===== src/rtl/eint_pkg.sv =====
package eint_pkg;
   typedef enum logic [1:0] {
      SNS_LOW  = 2'b00,
      SNS_ANY  = 2'b01,
      SNS_FALL = 2'b10,
      SNS_RISE = 2'b11
   } sense_e;
   localparam int unsigned SNS_W = 2;
endpackage


===== src/rtl/eint_sync.sv =====
module eint_sync #(
   parameter int unsigned STAGES = 2
) (
   input  logic clk,
   input  logic rst_n,
   input  logic d_i,
   output logic q_o
);
   generate
      if (STAGES < 2) begin : g_bad_stages
         $error("eint_sync: STAGES must be at least 2");
      end
   endgenerate

   logic [STAGES-1:0] chain_q;

   always_ff @(posedge clk or negedge rst_n) begin
      if (!rst_n) chain_q <= '0;
      else        chain_q <= {chain_q[STAGES-2:0], d_i};
   end

   assign q_o = chain_q[STAGES-1];
endmodule


===== src/rtl/eint_arm.sv =====
module eint_arm #(
   parameter int unsigned LIMIT = 3
) (
   input  logic clk,
   input  logic rst_n,
   output logic armed_o
);
   localparam int unsigned CW = $clog2(LIMIT + 1);
   localparam logic [CW-1:0] LIM_C = CW'(LIMIT);

   logic [CW-1:0] cnt_q;

   always_ff @(posedge clk or negedge rst_n) begin
      if (!rst_n)              cnt_q <= '0;
      else if (cnt_q != LIM_C) cnt_q <= cnt_q + 1'b1;
   end

   assign armed_o = (cnt_q == LIM_C);

   p_arm_sticky_r13: assert property (@(posedge clk) disable iff (!rst_n)
      armed_o |=> armed_o);
endmodule


===== src/rtl/eint_sense.sv =====
module eint_sense
   import eint_pkg::*;
(
   input  logic   clk,
   input  logic   rst_n,
   input  logic   armed_i,
   input  logic   smp_i,
   input  sense_e sense_i,
   input  logic   fld_chg_i,
   input  logic   clr_i,
   output logic   pend_o,
   output logic   lvl_o
);
   logic prev_q;
   logic pend_q;
   logic hit;
   logic set_pend;

   always_ff @(posedge clk or negedge rst_n) begin
      if (!rst_n) prev_q <= 1'b0;
      else        prev_q <= smp_i;
   end

   always_comb begin
      unique case (sense_i)
         SNS_ANY:  hit = smp_i ^ prev_q;
         SNS_FALL: hit = prev_q & ~smp_i;
         SNS_RISE: hit = smp_i & ~prev_q;
         default:  hit = 1'b0;
      endcase
   end

   assign set_pend = armed_i & hit & ~fld_chg_i;

   always_ff @(posedge clk or negedge rst_n) begin
      if (!rst_n)        pend_q <= 1'b0;
      else if (set_pend) pend_q <= 1'b1;
      else if (clr_i)    pend_q <= 1'b0;
   end

   assign pend_o = pend_q;
   assign lvl_o  = armed_i & (sense_i == SNS_LOW) & ~smp_i;

   p_level_no_pend_r14: assert property (@(posedge clk) disable iff (!rst_n)
      (sense_i == SNS_LOW) |=> !$rose(pend_q));
   p_fld_change_r12: assert property (@(posedge clk) disable iff (!rst_n)
      fld_chg_i |=> !$rose(pend_q));
   p_edge_needed_r4: assert property (@(posedge clk) disable iff (!rst_n)
      $rose(pend_q) |-> $past(smp_i != prev_q));
   p_fall_dir_r5: assert property (@(posedge clk) disable iff (!rst_n)
      ($rose(pend_q) && $past(sense_i) == SNS_FALL) |-> $past(prev_q && !smp_i));
   p_rise_dir_r6: assert property (@(posedge clk) disable iff (!rst_n)
      ($rose(pend_q) && $past(sense_i) == SNS_RISE) |-> $past(!prev_q && smp_i));
   p_clear_r9: assert property (@(posedge clk) disable iff (!rst_n)
      (clr_i && smp_i == prev_q) |=> !pend_q);
   p_set_wins_r11: assert property (@(posedge clk) disable iff (!rst_n)
      (clr_i && armed_i && !fld_chg_i && sense_i == SNS_ANY && smp_i != prev_q) |=> pend_q);
   p_level_follow_r3: assert property (@(posedge clk) disable iff (!rst_n)
      (armed_i && sense_i == SNS_LOW && !smp_i) |-> lvl_o);
   p_quiet_unarmed_r13: assert property (@(posedge clk) disable iff (!rst_n)
      !armed_i |-> (!pend_q && !lvl_o));
endmodule


===== src/rtl/eint_ctrl.sv =====
module eint_ctrl
   import eint_pkg::*;
#(
   parameter int unsigned NUM_LINES   = 2,
   parameter int unsigned CTRL_W      = 8,
   parameter int unsigned SYNC_STAGES = 2
) (
   input  logic                 clk,
   input  logic                 rst_n,
   input  logic                 ctl_wr_en,
   input  logic [CTRL_W-1:0]    ctl_wr_data,
   output logic [CTRL_W-1:0]    ctl_rd_data,
   input  logic                 flag_wr_en,
   input  logic [NUM_LINES-1:0] flag_wr_data,
   output logic [NUM_LINES-1:0] flag_rd,
   input  logic                 glb_en,
   input  logic [NUM_LINES-1:0] line_mask,
   input  logic [NUM_LINES-1:0] irq_ack,
   input  logic [NUM_LINES-1:0] ext_pin,
   output logic [NUM_LINES-1:0] irq_req
);
   localparam int unsigned FLD_W   = SNS_W;
   localparam int unsigned ARM_LIM = SYNC_STAGES + 1;

   generate
      if (NUM_LINES * FLD_W > CTRL_W) begin : g_bad_width
         $error("eint_ctrl: sense fields do not fit in the control register");
      end
      if (NUM_LINES < 1) begin : g_bad_lines
         $error("eint_ctrl: NUM_LINES must be at least 1");
      end
   endgenerate

   logic [CTRL_W-1:0] ctrl_q;
   logic              armed;

   always_ff @(posedge clk or negedge rst_n) begin
      if (!rst_n)         ctrl_q <= '0;
      else if (ctl_wr_en) ctrl_q <= ctl_wr_data;
   end

   assign ctl_rd_data = ctrl_q;

   eint_arm #(.LIMIT(ARM_LIM)) u_arm (
      .clk     (clk),
      .rst_n   (rst_n),
      .armed_o (armed)
   );

   for (genvar i = 0; i < NUM_LINES; i++) begin : g_line
      logic   smp;
      logic   fld_chg;
      logic   clr;
      logic   pend;
      logic   lvl;
      sense_e sns;

      assign sns     = sense_e'(ctrl_q[FLD_W*i +: FLD_W]);
      assign fld_chg = ctl_wr_en & (ctl_wr_data[FLD_W*i +: FLD_W] != ctrl_q[FLD_W*i +: FLD_W]);
      assign clr     = (flag_wr_en & flag_wr_data[i]) | irq_ack[i];

      eint_sync #(.STAGES(SYNC_STAGES)) u_sync (
         .clk   (clk),
         .rst_n (rst_n),
         .d_i   (ext_pin[i]),
         .q_o   (smp)
      );

      eint_sense u_sense (
         .clk       (clk),
         .rst_n     (rst_n),
         .armed_i   (armed),
         .smp_i     (smp),
         .sense_i   (sns),
         .fld_chg_i (fld_chg),
         .clr_i     (clr),
         .pend_o    (pend),
         .lvl_o     (lvl)
      );

      assign flag_rd[i] = pend;
      assign irq_req[i] = glb_en & line_mask[i] & ((sns == SNS_LOW) ? lvl : pend);

      p_req_source_r8: assert property (@(posedge clk) disable iff (!rst_n)
         (irq_req[i] && sns != SNS_LOW) |-> flag_rd[i]);
   end

   p_ctrl_hold_r1: assert property (@(posedge clk) disable iff (!rst_n)
      !ctl_wr_en |=> $stable(ctl_rd_data));
   p_ctrl_load_r1: assert property (@(posedge clk) disable iff (!rst_n)
      ctl_wr_en |=> (ctl_rd_data == $past(ctl_wr_data)));
endmodule


===== config.mk =====
export PLATFORM = sky130hd
export DESIGN_NAME = eint_ctrl
export DESIGN_NICKNAME = d
export VERILOG_FILES = /design/src/rtl/eint_pkg.sv /design/src/rtl/eint_sync.sv /design/src/rtl/eint_arm.sv /design/src/rtl/eint_sense.sv /design/src/rtl/eint_ctrl.sv
export SDC_FILE = /design/constraint.sdc
export NUM_CORES = 1
export LEC_CHECK = 0
export BUFFER_PORTS_ARGS = -buffer_cell sky130_fd_sc_hd__buf_4
export CELL_PAD_IN_SITES_DETAIL_PLACEMENT = 1
export CELL_PAD_IN_SITES_GLOBAL_PLACEMENT = 1
export CORE_MARGIN = 2
export CORE_UTILIZATION = 38
export CTS_CLUSTER_DIAMETER = 30
export DETAILED_ROUTE_END_ITERATION = 6
export PLACE_DENSITY_LB_ADDON = 0.1
export SYNTH_ARGS = -nofsm -noshare
export SYNTH_HDL_FRONTEND = slang
export SYNTH_SLANG_ARGS = --single-unit
export TNS_END_PERCENT = 30

===== constraint.sdc =====
create_clock -name clk -period 2.37 [get_ports clk]
set_input_delay 0.3555 -clock clk [delete_from_list [all_inputs] [get_ports clk]]
set_output_delay 0.3555 -clock clk [all_outputs]
set_load 0.005 [all_outputs]

==> results.md, run 1 <==
* DR pass1 iterations at 4
* Clock share of power at 0.285
* Post-CTS Setup Bufs at 0
* Wire length per cell at between 10 and 15 um
* Post-CTS resize count at 0
* Tot Pwr at 0.6586 mW
* Mapped Area at approximately 840 sq um
* Placed cell area at roughly 1100 sq um
* Data required, critical path at between 2000 and 2500 ps
* Root Buffer: clkbuf_4
* DRC violations left at 0
* Hold Path Sink: g_line[1].u_sync.chain_q[0]
* Via count at 637
* Synth warnings at 0
* Switching share of total power at 0.2437
* Static Leak at 0.5569 nW
* Register share of total power at 0.532
* Power Internal at 0.4982 mW
* Fill count at roughly 250
* Period Utilization, post-route at 0.7494
* HP Class: in -> reg
* WHS Path Cells at 1
* Synthesized instance count at 72
* Worst r2r src: g_line[0].u_sync.chain_q[1]
* Slew @ Worst Pin at 298.0 ps
* Number of synthesized flops with an enable pin at 0
* Combinational Power Share at 0.182
* PortBufs at 32
* Die height at roughly 50 um
* Via/cell ratio at about 4.8
* I/O pin total at 33
* Minimum clock period at ~1800 ps
* Area grow syn2layout at 34.96%
* Unrepaired setup endpoints after global routing: false
* N_diodes at 0
* Vias in the first global route at approximately 700
* Slew Viols, Final at 0
* CTS Hold Bufs at 1
* Non-Filler Instances at approximately 130
* RR Endpoint: g_line[0].u_sense.pend_o
* First-pass GRT wire length at slightly below 3000 um
* Register area at between 400 and 500 sq um
* Row count at 17
* Latest clock arrival within the worst-skew pair at ~290 ps
* Final hold vios at 0
* IR Drop Worst-Case VDD at approximately 0.36 mV
* Final setup fails at 0
* Clock buffer depth at 2
* Layout Utilization at 0.5306
* Flop-to-flop setup slack at 940 ps
* Syn nets at 98
* Area of the multi-input gates at ~340 sq um
* Die Width at between 50 and 60 um
* HP Start: ext_pin[1]
* CTS tree: yes
* Dpl ws at 934.6 ps
* Max frequency at about 560 MHz
* DRT antenna net count at 0
* Post-synthesis sequential area ratio at 0.5333
* Fin worst setup slack at around 590 ps
* Share of synthesized flip-flops with an asynchronous set or reset at 1.000
* Status: complete, no violations
* Nets@finish at roughly 130
* WL final at 1724 um
* #FFs+latches synth at 18
* Initial core utilization at 0.3931
* Initial antenna violation count at 0
* CTS clk-pin slew, worst paths at 100 ps
* PwrDens at 577.8 nW/um^2
* Max_slew headroom at 0.8001
* Top_reg_cell synth: dfrtp_1
* GP Congestion at 0.6953
* Clock Sinks at 18
* Skew final at between 4 and 5 ps
* Dpl hpwl at ~1300 um
* Share of cells above drive strength 1 at 0.4528
* DRT iter0 DRCs at 4
* Setup TNS at 0 ps
* Switching pwr at between 0.15 and 0.2 mW
* Post-route cell area at 1140 sq um
* Core Footprint at 2148 sq um
* Die area at approximately 2600 sq um
* Reg2Reg Depth at 5
* Placed Cells at between 100 and 150
* GRT Util Overall at 0.1581
* Yosys cell types at 24
* H-tree Lvls at 1
* CP Data Arrival Time at 1420 ps
* Crit start category: register
* Max-cap violations at 0
* Fin Hold WS at about 160 ps
* Crit Path Max Fanout at 6
* Setup CP Type: reg -> out
* Crit. End Element: output port
* Mapped Avg Cell Area at around 12 sq um
* Pin count of the biggest net entering global routing at 19
* Grt total ovfl at 0
* Inserted Clock Buffers at 3
[power by group through the flow]
stage / registers, mW / clock network (mW) / logic [mW]
floorplan: 0.354 / 0 / 0.0557
global placement: 0.356 / 0 / 0.120
detailed placement: 0.358 / 0 / 0.122
CTS: 0.352 / 0.199 / 0.123
global route: 0.355 / 0.209 / 0.134
finish: 0.351 / 0.188 / 0.120
[metal layers]
layer / wire length, um / global-route usage / up-vias
met2: 829 / 0.2706 / 23
met5: 0 / 0 / -
met3: 125 / 0.02924 / 4
met1: 723 / 0.1768 / 295
li1: - / - / 315
met4: 45 / 0.1081 / 0
[flip-flops by register name, indices dropped and copies added (netlist names)]
register,flops
g_line.u_sense.pend_o,2
u_arm.cnt_q,2
g_line.u_sync.chain_q,4
ctl_rd_data,8
g_line.u_sense.prev_q,2
[cell type report]
class | instances | area share
Timing Repair Buffer | 33 | 0.2195
Inverter | 8 | 0.02634
Clock buffer | 4 | 0.03183
Tap cell | 28 | 0.03074
Sequential cell | 18 | 0.3952
Multi-Input combinational cell | 43 | 0.2964
[layout by cell type (no fill, tap or decap), types with 2 or more instances in the layout]
master	n
buf_4	32
ha_1	5
mux2_2	8
a21oi_1	3
clkbuf_4	3
dfrtp_1	18
inv_1	7
o21ai_0	6
nand2_1	6
xor2_1	2
[cell families after synthesis]
family,Yosys count,share of synthesized area
flops,18,0.5333
compound gates,14,0.1082
simple gates,13,0.08001
buf+inv,11,0.06666
mux,8,0.1067
fa+ha+maj,5,0.07407
xor+xnor,3,0.03112
[how the worst max path moves through the flow]
stage / startpoint / endpoint / slack (ps) / depth (start not counted)
after detailed placement: u_arm.cnt_q[0] / irq_req[0] / 930 / 4
after floorplan: u_arm.cnt_q[0] / irq_req[0] / 1130 / 3
after global routing: u_arm.cnt_q[0] / irq_req[1] / 510 / 4
after global placement: u_arm.cnt_q[0] / irq_req[0] / 990 / 4
final: u_arm.cnt_q[0] / irq_req[0] / 590 / 4
after CTS: u_arm.cnt_q[0] / irq_req[0] / 580 / 4
[synthesized netlist by cell type (2+ instances only)]
cell type	count	share of area
a21oi_1	3	0.018
buf_4	2	0.018
dfrtp_1	18	0.53
ha_1	5	0.074
inv_1	7	0.031
mux2_2	8	0.11
nand2_1	6	0.027
o21ai_0	6	0.036
xor2_1	2	0.021
[worst max-delay path, stage by stage, from the launching register on]
cell and delay, ps:
dfrtp_1 400, ha_1 310, nand4_1 140, a21oi_1 160, buf_4 120
Power figures use the tool's default switching activity.
==> inputs of run 2 (changes only) <==
--- a/config.mk
+++ b/config.mk
@@ -9,7 +9,7 @@
 export CELL_PAD_IN_SITES_DETAIL_PLACEMENT = 1
 export CELL_PAD_IN_SITES_GLOBAL_PLACEMENT = 1
 export CORE_MARGIN = 2
-export CORE_UTILIZATION = 38
+export CORE_UTILIZATION = 35
 export CTS_CLUSTER_DIAMETER = 30
 export DETAILED_ROUTE_END_ITERATION = 6
 export PLACE_DENSITY_LB_ADDON = 0.1
==> constraint.sdc (replaced) <==
create_clock -name clk -period 1.65 [get_ports clk]
set_input_delay 0.2475 -clock clk [delete_from_list [all_inputs] [get_ports clk]]
set_output_delay 0.2475 -clock clk [all_outputs]
set_load 0.005 [all_outputs]
==> results.md, run 2 (synthesis results as in run 1) <==
* Placed Cells at 129 (unchanged)
* Static Leak at 0.5623 nW (+0.97%)
* Slew @ Worst Pin at 232.7 ps (-65.29 ps)
* Unrepaired setup endpoints after global routing: false
* DRT iter0 DRCs at 6 (+2)
* First-pass GRT wire length at 2980 um (+0.68%)
* Setup TNS at 0 ps (unchanged)
* I/O pin total at 33 (unchanged)
* DRT antenna net count at 0 (unchanged)
* WL final at 1881 um (+9.1%)
* Die Width at 53.12 um (+3.9%)
* Inserted Clock Buffers at 3 (unchanged)
* DRC violations left at 0 (unchanged)
* Area grow syn2layout at 37.78%
* Initial antenna violation count at 0 (unchanged)
* IR Drop Worst-Case VDD at 0.4944 mV (+38%)
* Final hold vios at 0 (unchanged)
* H-tree Lvls at 1 (unchanged)
* Slew Viols, Final at 0 (unchanged)
* Die height at 53.12 um (+3.9%)
* Via/cell ratio at 4.926 (+3.6%)
* Post-route cell area at 1164 sq um (+2.1%)
* CTS tree: yes
* PortBufs at 32 (unchanged)
* N_diodes at 0 (unchanged)
* Root Buffer: clkbuf_4
* CTS clk-pin slew, worst paths at 100 ps (about the same)
* Max reg flops at 8 (unchanged)
* Vias in the first global route at 678 (-1.7%)
* Non-Filler Instances at 135 (+0.75%)
* Reg2Reg Depth at 5 (unchanged)
* DR pass1 iterations at 4 (unchanged)
* Share of cells above drive strength 1 at 0.4766 (+0.02381)
* Grt total ovfl at 0 (unchanged)
* Placed cell area at 1094 sq um (unchanged)
* CP Data Arrival Time at 1300 ps (-120 ps)
* Skew final at 2.014 ps (-2.486 ps)
* Via count at 665 (+4.4%)
* Crit Path Max Fanout at 6 (unchanged)
* Die area at 2822 sq um (+7.9%)
* Max-cap violations at 0 (unchanged)
* GP Congestion at 0.7665 (+10%)
* GRT Util Overall at 0.1469 (-0.01119)
* Clock Sinks at 18 (unchanged)
* Most common cell after layout, fill and taps aside: buf_4
* Core Footprint at 2255 sq um (+5.0%)
* Period Utilization, post-route at 0.9392
* Final setup fails at 0 (unchanged)
* PwrDens at 819.8 nW/um^2 (+42%)
* Crit. End Element: output port
* Max frequency at about 650 MHz
* Max_slew headroom at 0.8448 (+0.04473)
* Flop-to-flop setup slack at 310 ps (-630 ps)
* Commonest cells after routing, fill and taps aside: buf_4, dfrtp_1, mux2_2, inv_1
* Worst r2r src: g_line[0].u_sync.chain_q[1]
* Critical path destination: irq_req[0]
* RR Endpoint: g_line[0].u_sense.pend_o
* Clock buffer depth at 2 (unchanged)
* Minimum clock period at ~1500 ps
* WHS Path Cells at 1 (unchanged)
* Status: complete, no violations
* Initial core utilization at 0.3746 (-0.01854)
* Nets@finish at 134 (+0.75%)
* Wire length per cell at 13.93 um (+8.3%)
* Pin count of the biggest net entering global routing at 19 (unchanged)
* HP Class: in -> reg
* Row count at 17 (unchanged)
* Crit start category: register
* Data required, critical path at 1400 ps (-610 ps)
* Setup CP Type: reg -> out
* Dpl hpwl at 1363 um (+1.8%)
* Critical path launch point: u_arm.cnt_q[0]
* Latest clock arrival within the worst-skew pair at 290 ps (about the same)
[run 2: cell count changes in the layout (fill, tap and decap cells not counted), sizes merged]
cell,delta
buf,+1
[run 2: per-layer routing]
metal	GRT usage	wire, um
met4	0.05128	17
met3	0.01977	130
met5	0	0
met1	0.1833	735
met2	0.2583	997
[run 2: repair_timing]
action	CTS	global route
gates resized for setup	1	2
setup endpoints to repair	1	1
hold endpoints to repair	18	0
hold buffers	1	0
buffers inserted	0	1
cloned	0	0
[run 2: area by class of cell]
class | count | area, sq um
Tap cell | 28 | 35.03
Fill cell | 268 | 1091
Inverter | 8 | 30.03
Timing Repair Buffer | 34 | 257.7
Sequential cell | 18 | 450.4
Multi-Input combinational cell | 43 | 354.1
Clock buffer | 4 | 36.28
[run 2: metrics by stage]
stage / power [mW] / utilization / hold slack, ps / setup slack, ps
floorplan: 0.5892 / - / -48.09 / 433.1
finish: 0.9539 / 0.5161 / 53.49 / 100.3
global placement: 0.6838 / 0.4850 / 130.9 / 324.8
CTS: 0.9683 / 0.5067 / 41.80 / 27.16
global route: 1.008 / 0.5161 / 35.59 / 38.11
detailed placement: 0.6891 / 0.4850 / 131.9 / 299.6
[run 2: worst min path at each step]
stage | end | from
6_report | g_line[0].u_sync.chain_q[0] | ext_pin[0]
5_1_grt | g_line[1].u_sync.chain_q[0] | ext_pin[1]
4_1_cts | g_line[1].u_sync.chain_q[0] | ext_pin[1]
3_5_place_dp | ctl_rd_data[6] | rst_n
3_3_place_gp | ctl_rd_data[6] | rst_n
2_1_floorplan | ctl_rd_data[0] | rst_n
[run 2: power by group]
part	leakage (nW)	switching [mW]	internal [mW]
clock network	0.0210	0.138	0.134
logic	0.333	0.0690	0.107
registers	0.208	0.0306	0.475
total	0.562	0.238	0.716
[run 2: critical path, stage by stage, from the launching register on]
cell     delay [ps]
dfrtp_1         410
ha_4            190
nand4_1         140
a21oi_2         150
buf_4           110
==> inputs of run 3 (changes only) <==
--- a/config.mk
+++ b/config.mk
@@ -5,13 +5,13 @@
 export SDC_FILE = /design/constraint.sdc
 export NUM_CORES = 1
 export LEC_CHECK = 0
-export BUFFER_PORTS_ARGS = -buffer_cell sky130_fd_sc_hd__buf_4
 export CELL_PAD_IN_SITES_DETAIL_PLACEMENT = 1
 export CELL_PAD_IN_SITES_GLOBAL_PLACEMENT = 1
 export CORE_MARGIN = 2
-export CORE_UTILIZATION = 35
+export CORE_UTILIZATION = 45
 export CTS_CLUSTER_DIAMETER = 30
 export DETAILED_ROUTE_END_ITERATION = 6
+export DONT_BUFFER_PORTS = 1
 export PLACE_DENSITY_LB_ADDON = 0.1
 export SYNTH_ARGS = -nofsm -noshare
 export SYNTH_HDL_FRONTEND = slang
==> results.md, run 3 (synthesis results as in run 1) <==
* Status: complete, no violations
* Non-Filler Instances at 100 (-26%)
* Dpl hpwl at 1172 um (-14%)
* Placed Cells at 94 (-27%)
* Pin count of the biggest net entering global routing at 19 (unchanged)
* Unrepaired setup endpoints after global routing: false
* Via/cell ratio at 5.490 (+11%)
* Latest clock arrival within the worst-skew pair at 290 ps (about the same)
* Vias in the first global route at 540 (-20%)
* PortBufs at 0 (-100%)
* Fill count at 199 (-26%)
* PwrDens at 901.1 nW/um^2 (+9.9%)
* Share of cells above drive strength 1 at 0.2133 (-0.2633)
* Crit start category: register
* Die Width at 47.32 um (-11%)
* Placed cell area at 849.6 sq um (-22%)
* Inserted Clock Buffers at 3 (unchanged)
* GRT Util Overall at 0.1611 (+0.01421)
* DRT antenna net count at 0 (unchanged)
* Final hold vios at 0 (unchanged)
* DRT iter0 DRCs at 5 (-1)
* GP Congestion at 0.6213 (-19%)
* Final setup fails at 0 (unchanged)
* Clock buffer depth at 2 (unchanged)
* Crit-path slowest cell: dfrtp_1
* Nets@finish at 103 (-23%)
* Crit. End Element: output port
* Period Utilization, post-route at 0.9167 (-0.02247)
* Root Buffer: clkbuf_4
* H-tree Lvls at 1 (unchanged)
* Max-cap violations at 0 (unchanged)
* Crit Path Max Fanout at 6 (unchanged)
* Slew Viols, Final at 0 (unchanged)
* Post-route cell area at 904.6 sq um (-22%)
* Die height at 47.32 um (-11%)
* Minimum clock period at 1513 ps (-37.08 ps)
* WL final at 1562 um (-17%)
* N_diodes at 0 (unchanged)
* Commonest cells after routing, fill and taps aside: dfrtp_1, mux2_2, inv_1, o21ai_0, nand2_1
* CP peak stage delay at 390 ps (-20 ps)
* CTS tree: yes
* Post-CTS Setup Bufs at 0 (unchanged)
* First-pass GRT wire length at 2332 um (-22%)
* Most common cell after layout, fill and taps aside: dfrtp_1
* Row count at 15 (-2)
* Skew final at 1.584 ps (-0.4295 ps)
* CP Data Arrival Time at 1270 ps (-30 ps)
* Crit path cell chain: ha_2 > nand3_1 > a21oi_1
* Clock Sinks at 18 (unchanged)
* CTS clk-pin slew, worst paths at 100 ps (about the same)
* Initial core utilization at 0.4839 (+0.1093)
* DR pass1 iterations at 4 (unchanged)
* Max reg flops at 8 (unchanged)
* HP Class: in -> reg
* Max_slew headroom at 0.4683 (-0.3766)
* Core Footprint at 1745 sq um (-23%)
* Static Leak at 0.4011 nW (-29%)
* Setup TNS at 0 ps (unchanged)
* Max frequency at 661.1 MHz (+2.5%)
* IR Drop Worst-Case VDD at 0.6042 mV (+22%)
* Slew @ Worst Pin at 794.9 ps (+562.2 ps)
* Area grow syn2layout at 7.111%
* Setup CP Type: reg -> out
* Via count at 549 (-17%)
* Die area at 2239 sq um (-21%)
* Worst path bufs/invs at 0 (-1)
* Grt total ovfl at 0 (unchanged)
* Kind of cell adding the most delay to the critical path: flip-flops
* DRC violations left at 0 (unchanged)
* Wire length per cell at 15.62 um (+12%)
* Data required, critical path at 1400 ps (about the same)
* Initial antenna violation count at 0 (unchanged)
* I/O pin total at 33 (unchanged)
run 3: layout make-up:
| cell class | instances | area, sq um | area share |
|---|---|---|---|
| inverter | 8 | 30.03 | 0.03320 |
| multi-input combinational | 43 | 340.3 | 0.3762 |
| tap | 25 | 31.28 | 0.03458 |
| clock buffer | 3 | 22.52 | 0.02490 |
| timing repair buffer | 3 | 30.03 | 0.03320 |
| sequential | 18 | 450.4 | 0.4979 |
run 3: metal layers:
| layer | wire, um | track usage |
|---|---|---|
| met5 | 0 | 0 |
| met4 | 42 | 0.1167 |
| met3 | 96 | 0.03846 |
| met2 | 727 | 0.2541 |
| met1 | 696 | 0.1902 |
run 3: power breakdown:
| group | leakage [nW] | internal, mW | switching (mW) |
|---|---|---|---|
| logic | 0.179 | 0.0466 | 0.0412 |
| clock network | 0.0138 | 0.0848 | 0.132 |
| registers | 0.208 | 0.475 | 0.0363 |
| total | 0.401 | 0.606 | 0.209 |
run 3: path summary, 6_finish.rpt:
kind | from | to | slack [ps] | depth (start not counted)
max in group asynchronous | rst_n | g_line[1].u_sense.prev_q | 680 | 1
hold / removal | ctl_wr_en | ctl_rd_data[1] | 40 | 1
setup / recovery | u_arm.cnt_q[0] | irq_req[1] | 140 | 3
hold reg to reg | g_line[1].u_sync.chain_q[0] | g_line[1].u_sync.chain_q[1] | 360 | 0
min in group asynchronous | rst_n | g_line[0].u_sync.chain_q[1] | 480 | 1
setup reg to reg | g_line[0].u_sync.chain_q[1] | g_line[0].u_sense.pend_o | 300 | 5
run 3: what timing repair did:
| action | CTS | global route |
|---|---|---|
| resized for setup | 0 | 1 |
| hold buffers | 3 | 0 |
| setup endpoints to repair | 0 | 2 |
| endpoints found under the hold margin | 20 | 0 |
run 3: worst reg2reg max path: cells and delay by family (launching register included):
family | cells | cell delay (ps)
AOI/OAI and AO/OA | 2 | 390
adders and majority gates | 1 | 280
buffers and inverters | 1 | 80
DFF | 1 | 380
and+or+nand+nor | 1 | 170
run 3: through the flow:
step	power [mW]	hold WS, ps	setup WS, ps	util
finish	0.8152	39.99	137.4	0.5183
global route	0.8608	48.18	34.76	0.5183
CTS	0.8237	35.90	48.42	0.5168
detailed placement	0.5958	-47.70	315.2	0.4867
global placement	0.5918	-47.80	297.2	0.4867
floorplan	0.5892	-48.09	433.1	-
